--- src/rtl/lct_pkg.sv ---
// Package: shared constants and types for the loop code transmitter.
// Assumes: codes are left-aligned in CODE_W bits; the longest code
// (LEN_MIN + 2**LEN_W - 1) fits inside CODE_W.
package lct_pkg;

    localparam int unsigned CODE_W  = 8;
    localparam int unsigned LEN_W   = 2;
    localparam int unsigned LEN_MIN = 5;

    // Which code, if any, is on the line
    typedef enum logic [1:0] {
        LC_IDLE = 2'd0,
        LC_UP   = 2'd1,
        LC_DN   = 2'd2
    } lc_mode_e;

endpackage

--- src/rtl/lct_code_sel.sv ---
// Module: lct_code_sel
// Chooses which code is active from the two request bits. The up code
// wins when both are set. Also turns the length field into the index
// of the last code bit.
// Assumes: purely combinational; inputs come straight from the control
// registers and are stable between strobes.
module lct_code_sel
    import lct_pkg::*;
#(
    parameter int unsigned CW    = CODE_W,
    parameter int unsigned LW    = LEN_W,
    parameter int unsigned LMIN  = LEN_MIN,
    localparam int unsigned PW   = $clog2(CW)
) (
    input  logic          up_req,
    input  logic          dn_req,
    input  logic [CW-1:0] up_code,
    input  logic [LW-1:0] up_len,
    input  logic [CW-1:0] dn_code,
    input  logic [LW-1:0] dn_len,
    output lc_mode_e      mode,
    output logic [CW-1:0] code,
    output logic [PW-1:0] last_idx
);

    logic [LW-1:0] len_sel;

    // Priority pick: the up request masks the down request
    always_comb begin
        if (up_req) begin
            mode    = LC_UP;
            code    = up_code;
            len_sel = up_len;
        end else if (dn_req) begin
            mode    = LC_DN;
            code    = dn_code;
            len_sel = dn_len;
        end else begin
            mode    = LC_IDLE;
            code    = '0;
            len_sel = '0;
        end
    end

    // Index of the final bit sent in one period of the code
    always_comb begin
        last_idx = PW'(LMIN - 1) + PW'(len_sel);
    end

    // Elaboration-time check that the longest code fits in the field
    initial begin
        a_r7_len_fits: assert (LMIN + (1 << LW) - 1 <= CW)
            else $error("longest code exceeds the code field width");
    end

endmodule

--- src/rtl/lct_pattern_ptr.sv ---
// Module: lct_pattern_ptr
// Tracks the position inside the active code. The position restarts at
// the first bit whenever the selected code changes, wraps after the
// last bit, and freezes on framing bits when asked to hold.
// Assumes: advances only when bit_en is high; last_idx < 2**PW.
module lct_pattern_ptr
    import lct_pkg::*;
#(
    parameter int unsigned CW  = CODE_W,
    localparam int unsigned PW = $clog2(CW)
) (
    input  logic          clk,
    input  logic          rst_n,
    input  logic          bit_en,
    input  lc_mode_e      mode,
    input  logic [PW-1:0] last_idx,
    input  logic          hold,
    output logic [PW-1:0] pos,
    output logic          fresh
);

    logic [PW-1:0] ptr_q;
    lc_mode_e      prev_q;

    // A new or switched code starts from its first bit
    always_comb begin
        fresh = (mode != prev_q);
    end

    // Position used this strobe; out-of-range pointers fall back to zero
    always_comb begin
        if (fresh || (ptr_q > last_idx)) pos = '0;
        else                             pos = ptr_q;
    end

    // Pointer and last-mode registers, updated once per strobe
    always_ff @(posedge clk) begin
        if (!rst_n) begin
            ptr_q  <= '0;
            prev_q <= LC_IDLE;
        end else if (bit_en) begin
            prev_q <= mode;
            if (mode == LC_IDLE)      ptr_q <= '0;
            else if (hold)            ptr_q <= pos;
            else if (pos == last_idx) ptr_q <= '0;
            else                      ptr_q <= pos + 1'b1;
        end
    end

    // a framing bit inside a running code leaves the pointer alone
    a_r9_ptr_frozen: assert property (@(posedge clk) disable iff (!rst_n)
        (bit_en && hold && mode != LC_IDLE && mode == prev_q && ptr_q <= last_idx)
        |=> (ptr_q == $past(ptr_q)))
        else $error("pointer moved on a framing bit");

    // a fresh code that sends its first bit moves on to the second
    a_r8_restart: assert property (@(posedge clk) disable iff (!rst_n)
        (bit_en && !hold && mode != LC_IDLE && mode != prev_q)
        |=> (ptr_q == PW'(1)))
        else $error("pointer did not restart at the first code bit");

    // pointer never rests beyond the last bit of a running code
    a_r4_ptr_range: assert property (@(posedge clk) disable iff (!rst_n)
        (bit_en && mode != LC_IDLE) |=> (ptr_q <= $past(last_idx)))
        else $error("pointer beyond code length");

endmodule

--- src/rtl/lct_out_stage.sv ---
// Module: lct_out_stage
// Output register: on each strobe, loads either the selected code bit or
// the incoming data bit. Holds its value between strobes.
// Assumes: use_code and code_bit are settled before the clock edge.
module lct_out_stage (
    input  logic clk,
    input  logic rst_n,
    input  logic bit_en,
    input  logic use_code,
    input  logic code_bit,
    input  logic data_in,
    output logic tx_bit
);

    // Registered output mux, enabled by the bit strobe
    always_ff @(posedge clk) begin
        if (!rst_n)      tx_bit <= 1'b0;
        else if (bit_en) tx_bit <= use_code ? code_bit : data_in;
    end

    // no strobe, no change
    a_r3_hold_between: assert property (@(posedge clk) disable iff (!rst_n)
        !bit_en |=> $stable(tx_bit))
        else $error("output changed without a strobe");

endmodule

--- src/rtl/loop_code_tx.sv ---
// Module: loop_code_tx (top)
// Overlays a programmable repeating loop code on a T1 transmit bit
// stream, either over every bit or around framing bits.
// Assumes: frame_mark is aligned with data_in; the control inputs come
// from registers in the same clock domain.
module loop_code_tx
    import lct_pkg::*;
#(
    parameter int unsigned CW   = CODE_W,
    parameter int unsigned LW   = LEN_W,
    parameter int unsigned LMIN = LEN_MIN,
    localparam int unsigned PW  = $clog2(CW)
) (
    input  logic          clk,
    input  logic          rst_n,
    input  logic          bit_en,
    input  logic          data_in,
    input  logic          frame_mark,
    input  logic          frame_mode,
    input  logic          up_req,
    input  logic          dn_req,
    input  logic [CW-1:0] up_code,
    input  logic [LW-1:0] up_len,
    input  logic [CW-1:0] dn_code,
    input  logic [LW-1:0] dn_len,
    output logic          tx_bit
);

    lc_mode_e      mode;
    logic [CW-1:0] cur_code;
    logic [PW-1:0] last_idx;
    logic [PW-1:0] pos;
    logic          fresh;
    logic          hold;
    logic          use_code;
    logic          code_bit;

    lct_code_sel #(.CW(CW), .LW(LW), .LMIN(LMIN)) u_sel (
        .up_req   (up_req),
        .dn_req   (dn_req),
        .up_code  (up_code),
        .up_len   (up_len),
        .dn_code  (dn_code),
        .dn_len   (dn_len),
        .mode     (mode),
        .code     (cur_code),
        .last_idx (last_idx)
    );

    // Framing positions are protected only in framed mode
    always_comb begin
        hold = frame_mode & frame_mark;
    end

    lct_pattern_ptr #(.CW(CW)) u_ptr (
        .clk      (clk),
        .rst_n    (rst_n),
        .bit_en   (bit_en),
        .mode     (mode),
        .last_idx (last_idx),
        .hold     (hold),
        .pos      (pos),
        .fresh    (fresh)
    );

    // Code bit at the current position, counted from the MSB
    always_comb begin
        code_bit = cur_code[(CW - 1) - 32'(pos)];
        use_code = (mode != LC_IDLE) && !hold;
    end

    lct_out_stage u_out (
        .clk      (clk),
        .rst_n    (rst_n),
        .bit_en   (bit_en),
        .use_code (use_code),
        .code_bit (code_bit),
        .data_in  (data_in),
        .tx_bit   (tx_bit)
    );

    // idle strobes forward the payload
    a_r2_pass_idle: assert property (@(posedge clk) disable iff (!rst_n)
        (bit_en && !up_req && !dn_req) |=> (tx_bit == $past(data_in)))
        else $error("idle strobe did not forward data");

    // framing bits pass through in framed mode
    a_r9_frame_pass: assert property (@(posedge clk) disable iff (!rst_n)
        (bit_en && frame_mode && frame_mark) |=> (tx_bit == $past(data_in)))
        else $error("framing bit overwritten");

    // first strobe of a new code sends its MSB
    a_r8_first_msb: assert property (@(posedge clk) disable iff (!rst_n)
        (bit_en && fresh && (up_req || dn_req) && !hold)
        |=> (tx_bit == $past(cur_code[CW-1])))
        else $error("new code did not start at its MSB");

    // with both requests on a fresh start, the up code MSB goes out
    a_r6_up_wins: assert property (@(posedge clk) disable iff (!rst_n)
        (bit_en && fresh && up_req && dn_req && !hold)
        |=> (tx_bit == $past(up_code[CW-1])))
        else $error("down code sent while up was requested");

endmodule

--- config.mk ---
export PLATFORM = sky130hd
export DESIGN_NAME = loop_code_tx
export DESIGN_NICKNAME = d
export VERILOG_FILES = /design/src/rtl/lct_pkg.sv /design/src/rtl/lct_code_sel.sv /design/src/rtl/lct_pattern_ptr.sv /design/src/rtl/lct_out_stage.sv /design/src/rtl/loop_code_tx.sv
export SDC_FILE = /design/constraint.sdc
export NUM_CORES = 1
export LEC_CHECK = 0
export BUFFER_PORTS_ARGS = -buffer_cell sky130_fd_sc_hd__buf_4
export CORE_MARGIN = 2
export CORE_UTILIZATION = 44
export CTS_BUF_LIST = sky130_fd_sc_hd__clkbuf_8
export DETAILED_ROUTE_END_ITERATION = 6
export PLACE_DENSITY = 0.82
export SLEW_MARGIN = 20
export SYNTH_ARGS = -nofsm -noshare
export SYNTH_HDL_FRONTEND = slang
export SYNTH_SLANG_ARGS = --single-unit
--- constraint.sdc ---
create_clock -name clk -period 1.85 [get_ports clk]
set_input_delay 0.185 -clock clk [delete_from_list [all_inputs] [get_ports clk]]
set_output_delay 0.185 -clock clk [all_outputs]
set_load 0.02 [all_outputs]
Word-level counts from Yosys, hierarchy flattened
Cells that the tools add are included.
{ "word_totals": {"input_bits": 28, "wordCells": 29, "ff_bits": 6} }
{ "op_classes": {"mux": 13, "magnitude_cmp": 2, "bitwise": 1, "reduce_logical": 5, "n_eq_ne": 2, "n_addsub": 3} }
{ "op_table": {"columns": ["cell", "count"], "rows": [
  ["32-bit by 4-bit < comparator with 1-bit output (second input constant)", 1],
  ["8-bit two-way mux", 2],
  ["3-bit two-way mux", 4],
  ["2-bit two-way mux", 4],
  ["3-bit by 3-bit subtractor with 4-bit output (first input constant)", 1],
  ["3-bit by 1-bit adder with 3-bit output (second input constant)", 1],
  ["3-bit by 2-bit adder with 3-bit output (first input constant)", 1],
  ["1-bit binary-select mux with 3-bit select", 1],
  ["3-bit == test", 1],
  ["3-bit > comparator", 1],
  ["2-bit logical NOT", 1],
  ["1-bit two-way mux", 2],
  ["2-bit != test", 1],
  ["2-bit nonzero test", 1],
  ["1-bit AND", 1],
  ["1-bit logical AND", 1],
  ["1-bit logical NOT", 1],
  ["1-bit logical OR", 1]
]} }

Depth between registers and ports, before layout
Gate-level depths: netlist of run 1.
{ "logic_depth": {"ltp_word": 10, "depth_mapped": 10} }

By module
Synthesis of run 1 repeated with hierarchy kept, for this count alone.
{ "hier_totals": {"hier_cells": 83, "area_unflattened_um2": 715.7} }
{ "by_module_without_submodules": {"columns": ["module", "seq_area_each_um2", "cells_per_inst", "n_inst", "area_each_um2"], "rows": [
  ["lct_pattern_ptr", 100.1, 53, 1, 459.2],
  ["lct_code_sel", 0.0, 20, 1, 138.9],
  ["loop_code_tx", 0.0, 6, 1, 77.6],
  ["lct_out_stage", 20.0, 4, 1, 40.0]
]} }

Worst setup path after synthesis of run 1
No wires, ideal clock.
{ "synth_timing": {"path_type": "input port to flip-flop", "start": "input dn_req", "end": "register u_out.tx_bit", "cell_stages": 10, "n_path_buf": 1, "setup_slack_ps": 54, "t_arrival_ps": 1703, "path_cell_list": "nor2b_1 > buf_4 > a22oi_2 > inv_1 > ha_1 > nand2_1 > o211a_1 > o31ai_1 > a311oi_1 > o32ai_1"} }
{ "synth_between": {"elab_chain_len": 10, "elab_cells_between_ends": 17} }
{ "synth_rtl": {"columns": ["item", "line", "text"], "rows": [
  ["start, declared", "loop_code_tx.sv:21", "input logic dn_req,"],
  ["2-bit two-way mux", "lct_code_sel.sv:34", "end else if (dn_req) begin"],
  ["2-bit two-way mux", "lct_code_sel.sv:30", "if (up_req) begin"],
  ["3-bit by 2-bit adder with 3-bit output", "lct_code_sel.sv:47", "last_idx = PW'(LMIN - 1) + PW'(len_sel);"],
  ["3-bit > comparator", "lct_pattern_ptr.sv:32", "if (fresh || (ptr_q > last_idx)) pos = '0;"],
  ["1-bit logical OR", "lct_pattern_ptr.sv:32", null],
  ["3-bit two-way mux", "lct_pattern_ptr.sv:32", null],
  ["3-bit by 3-bit subtractor with 4-bit output", "loop_code_tx.sv:68", "code_bit = cur_code[(CW - 1) - 32'(pos)];"],
  ["1-bit binary-select mux with 3-bit select", "loop_code_tx.sv:68", null],
  ["1-bit two-way mux (implied by the code)", "loop_code_tx.sv:68", null],
  ["1-bit two-way mux *", "lct_out_stage.sv:18", "else if (bit_en) tx_bit <= use_code ? code_bit : data_in;"],
  ["end signal, assigned", "lct_out_stage.sv:18", null],
  ["end, declared", "lct_out_stage.sv:12", "output logic tx_bit"]
]} }
Mark *: on every way between the ends. The rest lies on a longest branch, timed or not. The select of a mux whose other input is x is not followed.
A chain may end at the register's enable or synchronous reset.

Worst setup path after layout of run 1
{ "layout_timing": {"start": "input up_req", "end": "register u_ptr.ptr_q[1]"} }
{ "layout_between": {"elab_chain_len": 9, "elab_cells_between_ends": 13} }
{ "layout_rtl": {"columns": ["item", "line", "text"], "rows": [
  ["start, declared", "loop_code_tx.sv:20", "input logic up_req,"],
  ["2-bit two-way mux", "lct_code_sel.sv:30", null],
  ["3-bit by 2-bit adder with 3-bit output", "lct_code_sel.sv:47", null],
  ["3-bit > comparator", "lct_pattern_ptr.sv:32", null],
  ["1-bit logical OR", "lct_pattern_ptr.sv:32", null],
  ["3-bit two-way mux", "lct_pattern_ptr.sv:32", null],
  ["3-bit by 1-bit adder with 3-bit output / 3-bit == test (equally long branches)", "lct_pattern_ptr.sv:46, lct_pattern_ptr.sv:45", null],
  ["3-bit two-way mux", "lct_pattern_ptr.sv:45", "else if (pos == last_idx) ptr_q <= '0;"],
  ["3-bit two-way mux", "lct_pattern_ptr.sv:44", "else if (hold) ptr_q <= pos;"],
  ["3-bit two-way mux *", "lct_pattern_ptr.sv:43", "if (mode == LC_IDLE) ptr_q <= '0;"],
  ["end signal, assigned", "lct_pattern_ptr.sv:44", null],
  ["end signal, assigned", "lct_pattern_ptr.sv:46", "else ptr_q <= pos + 1'b1;"],
  ["end, declared", "lct_pattern_ptr.sv:22", "logic [PW-1:0] ptr_q;"]
]} }
Mark *: on every way between the ends. The rest lies on a longest branch, timed or not.

==> reports/summary.txt, run 1 <==
OUTCOME
----------------------------------------------------------------------------------------
Result of the run .........................................................    completed

POWER
----------------------------------------------------------------------------------------
Leakage ................................................................... 0.0004650 uW
Post-layout power .........................................................     528.6 uW
Power density cells ....................................................... 537.5 mW/mm^2
VDD IR max ................................................................     443.6 uV
Switch Pwr ................................................................     158.3 uW
Sequential fraction of design power .......................................        0.269
Int Power .................................................................     370.3 uW
Proportion of total power due to net switching ............................       0.2995
Comb power frac ...........................................................        0.333
Relative contribution of the clock network to total power .................        0.399

CELLS AND AREA
----------------------------------------------------------------------------------------
Most common cell after layout, fill and taps aside ........................ sky130_fd_sc_hd__buf_4
Area growth from synthesis to layout ......................................       46.10%
Layout fillers ............................................................          129
Diode insertion count for antenna repair ..................................            0
Commonest cells after routing, fill and taps aside ........................ 37 x sky130_fd_sc_hd__buf_4, 10 x sky130_fd_sc_hd__nand2_1, 7 x sky130_fd_sc_hd__nor2_1, 6 x sky130_fd_sc_hd__inv_1, 6 x sky130_fd_sc_hd__dfxtp_1
Fraction of layout instances using a drive strength above 1 ...............       0.3307
Net count reported at finish ..............................................          159

GLOBAL ROUTE
----------------------------------------------------------------------------------------
Maximum number of pins on one net before global-route repair ..............           12
Initial antenna violation count ...........................................            0
Overall routing resource usage ............................................       0.2467
Number of global-route vias before repair .................................          821
First-pass GRT wire length ................................................      3408 um
Global route overflow .....................................................            0

CLOCK TREE
----------------------------------------------------------------------------------------
Maximum level of the CTS H-tree ...........................................            1
TritonCTS buffer count ....................................................            3
CTS tree ..................................................................          yes
Hold buffers post-CTS .....................................................            0
Count of instances resized after the clock tree is built ..................            0
Worst skew pair latency ...................................................       230 ps
Clock sink count ..........................................................            6
Buffer count from post-CTS setup fixing ...................................            0
Largest buffer count on any clock path ....................................            2
Clock slew at reported path FFs ...........................................        40 ps
Root cell of the clock tree ............................................... sky130_fd_sc_hd__clkbuf_8

DETAILED ROUTING
----------------------------------------------------------------------------------------
Violation count after the first detailed-routing iteration ................           47
Number of nets with antenna violations after detailed routing .............            0
Post-DR vias/cell .........................................................        6.154
Iteration count of the initial detailed-routing pass ......................            4
Total Routed Length .......................................................      2135 um
Wire per inst .............................................................     14.93 um
Residual DRC count ........................................................            0
Routed vias ...............................................................          880

SYNTHESIS
----------------------------------------------------------------------------------------
Syn_area_per_cell .........................................................   7.238 um^2
Number of warnings issued by yosys ........................................            0
Share of the yosys chip area belonging to registers .......................       0.1784
Combinational family with the most area after synthesis ................... compound AO/OA/AOI/OAI gates
EDFF count, synth .........................................................            0
Share of synthesized cell area in and, or, nand and nor gates .............       0.2695
Number of register bits inferred by synthesis .............................            6
Distinct cells, synth .....................................................           43
Synthesized instance count ................................................           93
Adder-cell area share of the yosys netlist ................................      0.03717
Fraction of synthesized cell area in xor and xnor cells ...................      0.02602
Post-synth top flop ....................................................... sky130_fd_sc_hd__dfxtp_1
Post-synth net total ......................................................          123
Most area-hungry cell type in the Yosys netlist ........................... sky130_fd_sc_hd__dfxtp_1
Synthesized-area fraction occupied by ao, oa, aoi and oai cells ...........       0.3829
Share of the synthesized area in the top cell type ........................       0.1784
Post-synthesis instance area ..............................................   673.1 um^2
Fraction of registers with async set or reset after synthesis .............            0
Biggest area contributors in the synthesized netlist ...................... sky130_fd_sc_hd__dfxtp_1 18%, sky130_fd_sc_hd__nand2_1 5.6%, sky130_fd_sc_hd__a221oi_1 5.2%
Share of cell area taken by muxes after synthesis .........................      0.02974

WORST SETUP PATH
----------------------------------------------------------------------------------------
Worst-path maximum fanout .................................................            4
Cell-by-cell listing of the critical path ................................. buf_4, and3b_1, nor2_1, ha_1, nor2b_1, o211ai_1, nand3_1, a221oi_1, a21o_1
Setup crit end kind .......................................................         flop
CP max stage delay ........................................................       320 ps
Reg-to-reg endpoint ....................................................... u_ptr.ptr_q[1]$_SDFFE_PN0P_
Number of cells on the worst reg-to-reg path ..............................            6
Crit Path Category ........................................................    in -> reg
Number of cells on the critical path ......................................            9
Largest delay share family, worst path .................................... compound AO/OA/AOI/OAI gates
Startpoint kind of the worst setup timing path ............................    input pin
Worst path bufs/invs ......................................................            1
Critical Path RT ..........................................................      2020 ps
Reg-to-reg setup timing slack .............................................       140 ps
Worst EP arrival ..........................................................      1890 ps
Cell type of the slowest stage on the worst timing path ................... sky130_fd_sc_hd__a221oi_1
Startpoint of the lowest-slack register-to-register path .................. u_ptr.ptr_q[1]$_SDFFE_PN0P_

STA
----------------------------------------------------------------------------------------
Endpoints failing setup ...................................................            0
Portion of the clock cycle consumed by the worst path in the final layout .       0.9308
Hold_ws ...................................................................     268.4 ps
Max-Slew Margin vs Limit ..................................................       0.7199
Time the worst path needs with I/O delays and setup .......................      1722 ps
Final hold vios ...........................................................            0
Maximum operating frequency ...............................................    580.7 MHz
Final Slew Violations .....................................................            0
Setup repair after global routing missed its margin .......................           no
Post-Route Skew ...........................................................    0.3524 ps
Actual transition at the worst max-transition pin .........................     416.6 ps

FLOORPLANNING
----------------------------------------------------------------------------------------
Number of cell rows .......................................................           14
Core outline area ......................................................... 0.001471 mm^2
Die Footprint ............................................................. 0.001859 mm^2
Starting density of the core ..............................................       0.4575
Die boundary width ........................................................     43.12 um
Die height ................................................................     43.12 um
Num ports .................................................................           29

PLACEMENT
----------------------------------------------------------------------------------------
DP Wirelength .............................................................      1559 um
Buffers on Ports ..........................................................           28
Global placer's final weighted congestion .................................       0.8543

MIN PATH
----------------------------------------------------------------------------------------
Start point of the worst min-delay path ...................................       bit_en
Worst hold path cell count ................................................            3
Type of the tightest min-delay check ......................................    in -> reg
Destination of the worst hold path ........................................ u_ptr.prev_q[1]$_SDFFE_PN0P_

FLOW RUN
----------------------------------------------------------------------------------------
Maxcap violations .........................................................            0

==> logic make-up (layout without fill, tap and decap cells) <==
| family | after synthesis | after routing |
|---|---|---|
| compound gates | 34 | 34 |
| mux | 2 | 2 |
| xor+xnor | 2 | 2 |
| simple gates | 35 | 35 |
| flops | 6 | 6 |
| buf+inv | 12 | 46 |
| fa+ha+maj | 2 | 2 |
==> metal layers <==
metal,wire length [um],global-route usage,vias up
met5,0,0,-
met4,30,0.1152,0
met3,165,0.07660,5
met2,1103,0.4328,43
met1,835,0.2642,412
li1,-,-,420
==> area by class of cell <==
| type | instances | area, um^2 | area share |
|---|---|---|---|
| multi-input cells | 75 | 501.7 | 0.5102 |
| repair buffers | 37 | 277.8 | 0.2824 |
| flip-flops and latches | 6 | 120.1 | 0.1221 |
| clock buffers | 3 | 41.29 | 0.04198 |
| inverters | 6 | 22.52 | 0.02290 |
| well taps | 16 | 20.02 | 0.02036 |
==> state kept, by name, summed over array words and instances (netlist names) <==
signal / cells
u_out.tx_bit: 1
u_ptr.prev_q: 2
u_ptr.ptr_q: 3
==> worst max path at each step <==
stage / start / to / slack [ps]
after floorplan: dn_req / u_out.tx_bit$_SDFFE_PN0P_ / 50
after global placement: up_req / u_out.tx_bit$_SDFFE_PN0P_ / -50
after detailed placement: up_req / u_out.tx_bit$_SDFFE_PN0P_ / -130
after CTS: up_req / u_out.tx_bit$_SDFFE_PN0P_ / 130
after global routing: up_req / u_ptr.ptr_q[1]$_SDFFE_PN0P_ / 0.009
final: up_req / u_ptr.ptr_q[1]$_SDFFE_PN0P_ / 130
==> synth_stat cells (3+ instances only) <==
master / number
sky130_fd_sc_hd__nor2_1: 7
sky130_fd_sc_hd__nand3b_1: 3
sky130_fd_sc_hd__a221oi_1: 4
sky130_fd_sc_hd__o31ai_1: 4
sky130_fd_sc_hd__inv_1: 6
sky130_fd_sc_hd__nand3_1: 3
sky130_fd_sc_hd__dfxtp_1: 6
sky130_fd_sc_hd__a21oi_1: 5
sky130_fd_sc_hd__nor2b_1: 3
sky130_fd_sc_hd__nand2_1: 10
==> metrics by stage <==
stage	setup slack (ps)	util	setup TNS, ps	std cells	cell area (um^2)
after floorplan	54.27	-	0	93	673.1
after global placement	-46.54	0.6403	-46.54	140	942.2
after detailed placement	-126.4	0.6403	-235.8	140	942.2
after CTS	126.7	0.6684	0	143	983.4
after global routing	0.008882	0.6684	0	143	983.4
final	128.0	0.6684	0	143	983.4
==> power by group through the flow <==
stage / clock, uW / sequential [uW] / combinational, uW
2_1_floorplan: 0 / 146 / 89.8
3_3_place_gp: 0 / 144 / 166
3_5_place_dp: 0 / 144 / 173
4_1_cts: 218 / 142 / 174
5_1_grt: 224 / 143 / 191
6_report: 211 / 142 / 176
==> worst min-delay path, cell delays in order <==
cell	delay [ps]
sky130_fd_sc_hd__buf_4	130
sky130_fd_sc_hd__mux2i_1	80
sky130_fd_sc_hd__nor2_1	70
(Power assumes the default switching activity.)
==> inputs of run 2 (changes only) <==
--- a/config.mk
+++ b/config.mk
@@ -6,11 +6,15 @@
 export NUM_CORES = 1
 export LEC_CHECK = 0
 export BUFFER_PORTS_ARGS = -buffer_cell sky130_fd_sc_hd__buf_4
+export CELL_PAD_IN_SITES_DETAIL_PLACEMENT = 0
+export CELL_PAD_IN_SITES_GLOBAL_PLACEMENT = 1
 export CORE_MARGIN = 2
-export CORE_UTILIZATION = 44
+export CORE_UTILIZATION = 30
 export CTS_BUF_LIST = sky130_fd_sc_hd__clkbuf_8
 export DETAILED_ROUTE_END_ITERATION = 6
-export PLACE_DENSITY = 0.82
+export PLACE_DENSITY = 0.81
+export RECOVER_POWER = 25
+export REMOVE_ABC_BUFFERS = 1
 export SLEW_MARGIN = 20
 export SYNTH_ARGS = -nofsm -noshare
 export SYNTH_HDL_FRONTEND = slang
==> run 2 against run 1 <==
Effect of this change: sequential power about the same; highest routed layer unchanged; utilization decreased by 21 points; maximum frequency decreased by 1.7%; global-route usage decreased by 7.8 points; critical path type unchanged; cell count increased by 7.7%; sequential cell count unchanged; sequential share of layout area decreased by 0.18 points; clock skew about the same.
==> reports/summary.txt, run 2 (synthesized netlist as in run 1, its figures left out) <==
DETAILED ROUTING
----------------------------------------------------------------------------------------
Residual DRC count ........................................................            0   unchanged
Routed vias ...............................................................          840   -4.5%
Wire per inst .............................................................     12.62 um   -15%
Post-DR vias/cell .........................................................        5.455   -11%
Total Routed Length .......................................................      1944 um   -8.9%
Iteration count of the initial detailed-routing pass ......................            4   unchanged
Violation count after the first detailed-routing iteration ................           22   -53%
Number of nets with antenna violations after detailed routing .............            0   unchanged

FLOORPLANNING
----------------------------------------------------------------------------------------
Core outline area ......................................................... 0.002170 mm^2   +47%
Num ports .................................................................           29   unchanged
Die height ................................................................     51.37 um   +19%
Die boundary width ........................................................     51.37 um   +19%
Die Footprint ............................................................. 0.002639 mm^2   +42%
Number of cell rows .......................................................           17   +3
Starting density of the core ..............................................       0.3103   -0.1472

CELLS AND AREA
----------------------------------------------------------------------------------------
Layout fillers ............................................................          246   +91%
Net count reported at finish ..............................................          158   -0.63%
Area growth from synthesis to layout ......................................       48.33%
Commonest cells after routing, fill and taps aside ........................ 35 x sky130_fd_sc_hd__buf_4, 10 x sky130_fd_sc_hd__nand2_1, 7 x sky130_fd_sc_hd__nor2_1, 6 x sky130_fd_sc_hd__inv_1, 6 x sky130_fd_sc_hd__dfxtp_1
Sequential Area ...........................................................   120.1 um^2   unchanged
Fraction of layout instances using a drive strength above 1 ...............       0.3333   +0.002625
Footprint of the multi-input gates ........................................   513.0 um^2   +2.2%
Most common cell after layout, fill and taps aside ........................ sky130_fd_sc_hd__buf_4
Area of all placed cells without fillers ..................................   998.5 um^2   +1.5%
Diode insertion count for antenna repair ..................................            0   unchanged
Top reg by flops ..........................................................  u_ptr.ptr_q
Flip-flop count of the largest register, all copies and words added .......            3   unchanged
Largest registers ......................................................... u_ptr.ptr_q x3, u_ptr.prev_q x2, u_out.tx_bit x1

STA
----------------------------------------------------------------------------------------
Endpoints failing setup ...................................................            0   unchanged
Portion of the clock cycle consumed by the worst path in the final layout .       0.9466   +0.01583
Time the worst path needs with I/O delays and setup .......................      1751 ps   +29.28 ps
Post-Route Skew ...........................................................    0.8514 ps   +0.4990 ps
Final Slew Violations .....................................................            0   unchanged
Actual transition at the worst max-transition pin .........................     524.9 ps   +108.3 ps
Setup repair after global routing missed its margin .......................           no
Final hold vios ...........................................................            0   unchanged
Maximum operating frequency ...............................................    571.0 MHz   -1.7%
Max-Slew Margin vs Limit ..................................................       0.6500   -0.06986
Hold_ws ...................................................................     281.7 ps   +13.29 ps

GLOBAL ROUTE
----------------------------------------------------------------------------------------
Initial antenna violation count ...........................................            0   unchanged
Overall routing resource usage ............................................       0.1685   -0.07825
First-pass GRT wire length ................................................      3291 um   -3.4%
Global route overflow .....................................................            0   unchanged
Maximum number of pins on one net before global-route repair ..............           14   +2
Number of global-route vias before repair .................................          792   -3.5%

CLOCK TREE
----------------------------------------------------------------------------------------
Root cell of the clock tree ............................................... sky130_fd_sc_hd__clkbuf_8
Buffer count from post-CTS setup fixing ...................................            0   unchanged
Clock slew at reported path FFs ...........................................        40 ps   about the same
Worst skew pair latency ...................................................       220 ps   about the same
Maximum level of the CTS H-tree ...........................................            1   unchanged
Count of instances resized after the clock tree is built ..................            0   unchanged
TritonCTS buffer count ....................................................            3   unchanged
Hold buffers post-CTS .....................................................            0   unchanged
Clock sink count ..........................................................            6   unchanged
Largest buffer count on any clock path ....................................            2   unchanged
CTS tree ..................................................................          yes

FLOW RUN
----------------------------------------------------------------------------------------
Maxcap violations .........................................................            0   unchanged

PLACEMENT
----------------------------------------------------------------------------------------
DP Wirelength .............................................................      1549 um   -0.65%
Global placer's final weighted congestion .................................       0.8324   -2.6%
Post-detailed-placement cell area .........................................   949.7 um^2   +0.80%
Buffers on Ports ..........................................................           28   unchanged

WORST SETUP PATH
----------------------------------------------------------------------------------------
Critical Path RT ..........................................................      1980 ps   -40 ps
Cell-by-cell listing of the critical path ................................. buf_4, and3b_1, nor2_1, ha_1, nor2b_1, o211a_1, o31ai_1, a311oi_2, o32ai_1
Crit Path Category ........................................................    in -> reg
Worst EP arrival ..........................................................      1880 ps   about the same
Largest delay share family, worst path .................................... compound AO/OA/AOI/OAI gates
CP max stage delay ........................................................       280 ps   -40 ps
Startpoint kind of the worst setup timing path ............................    input pin
Worst path bufs/invs ......................................................            1   unchanged
Cell type of the slowest stage on the worst timing path ................... sky130_fd_sc_hd__ha_1
Worst-path maximum fanout .................................................            3   -1
Setup crit end kind .......................................................         flop

POWER
----------------------------------------------------------------------------------------
VDD IR max ................................................................     337.4 uV   -24%
Leakage ................................................................... 0.0004568 uW   -1.8%
Power density cells ....................................................... 514.0 mW/mm^2   -4.4%

MIN PATH
----------------------------------------------------------------------------------------
Type of the tightest min-delay check ......................................    in -> reg

OUTCOME
----------------------------------------------------------------------------------------
Result of the run .........................................................    completed

-- run 2: per-layer routing --
layer	routed length, um	vias up	GRT usage
li1	-	419	-
met1	835	394	0.1826
met2	987	21	0.2927
met3	89	6	0.05848
met4	31	0	0.07456
met5	0	-	0
-- run 2: final cells by class --
cell class	count	area share
repair buffers	36	0.2669
inverters	6	0.02256
flip-flops and latches	6	0.1203
multi-input cells	75	0.5138
well taps	28	0.03509
clock buffers	3	0.04135
-- run 2: worst paths after layout --
kind                                        to  depth (start not counted)                          from  slack [ps]
hold reg to reg   u_ptr.prev_q[0]$_SDFFE_PN0P_                          2  u_ptr.prev_q[0]$_SDFFE_PN0P_         580
hold / removal    u_ptr.prev_q[0]$_SDFFE_PN0P_                          3                         rst_n         280
setup reg to reg     u_out.tx_bit$_SDFFE_PN0P_                          6   u_ptr.ptr_q[1]$_SDFFE_PN0P_         110
setup / recovery     u_out.tx_bit$_SDFFE_PN0P_                          9                        up_req         100
-- run 2: stage by stage --
stage	setup slack (ps)	instances	setup TNS (ps)	util	total power, uW
floorplan	20.53	87	0	-	226.9
global placement	-51.06	151	-92.72	0.4377	312.4
detailed placement	-69.99	151	-127.9	0.4377	315.7
CTS	150.6	154	0	0.4567	519.0
global route	4.327	154	0	0.4602	551.9
finish	98.74	154	0	0.4602	513.2
-- run 2: where the power goes --
| group | switching, uW | total, uW | internal [uW] |
|---|---|---|---|
| clock | 57.9 | 198 | 140 |
| sequential | 6.28 | 143 | 137 |
| combinational | 81.6 | 172 | 90.6 |
| total | 146 | 513 | 367 |
-- run 2: worst register-to-register path, stage by stage (launching register included) --
cell and delay, ps:
sky130_fd_sc_hd__dfxtp_1 310, sky130_fd_sc_hd__ha_1 300, sky130_fd_sc_hd__nor2b_1 150, sky130_fd_sc_hd__o211a_1 220
sky130_fd_sc_hd__o31ai_1 270, sky130_fd_sc_hd__a311oi_2 140, sky130_fd_sc_hd__o32ai_1 270
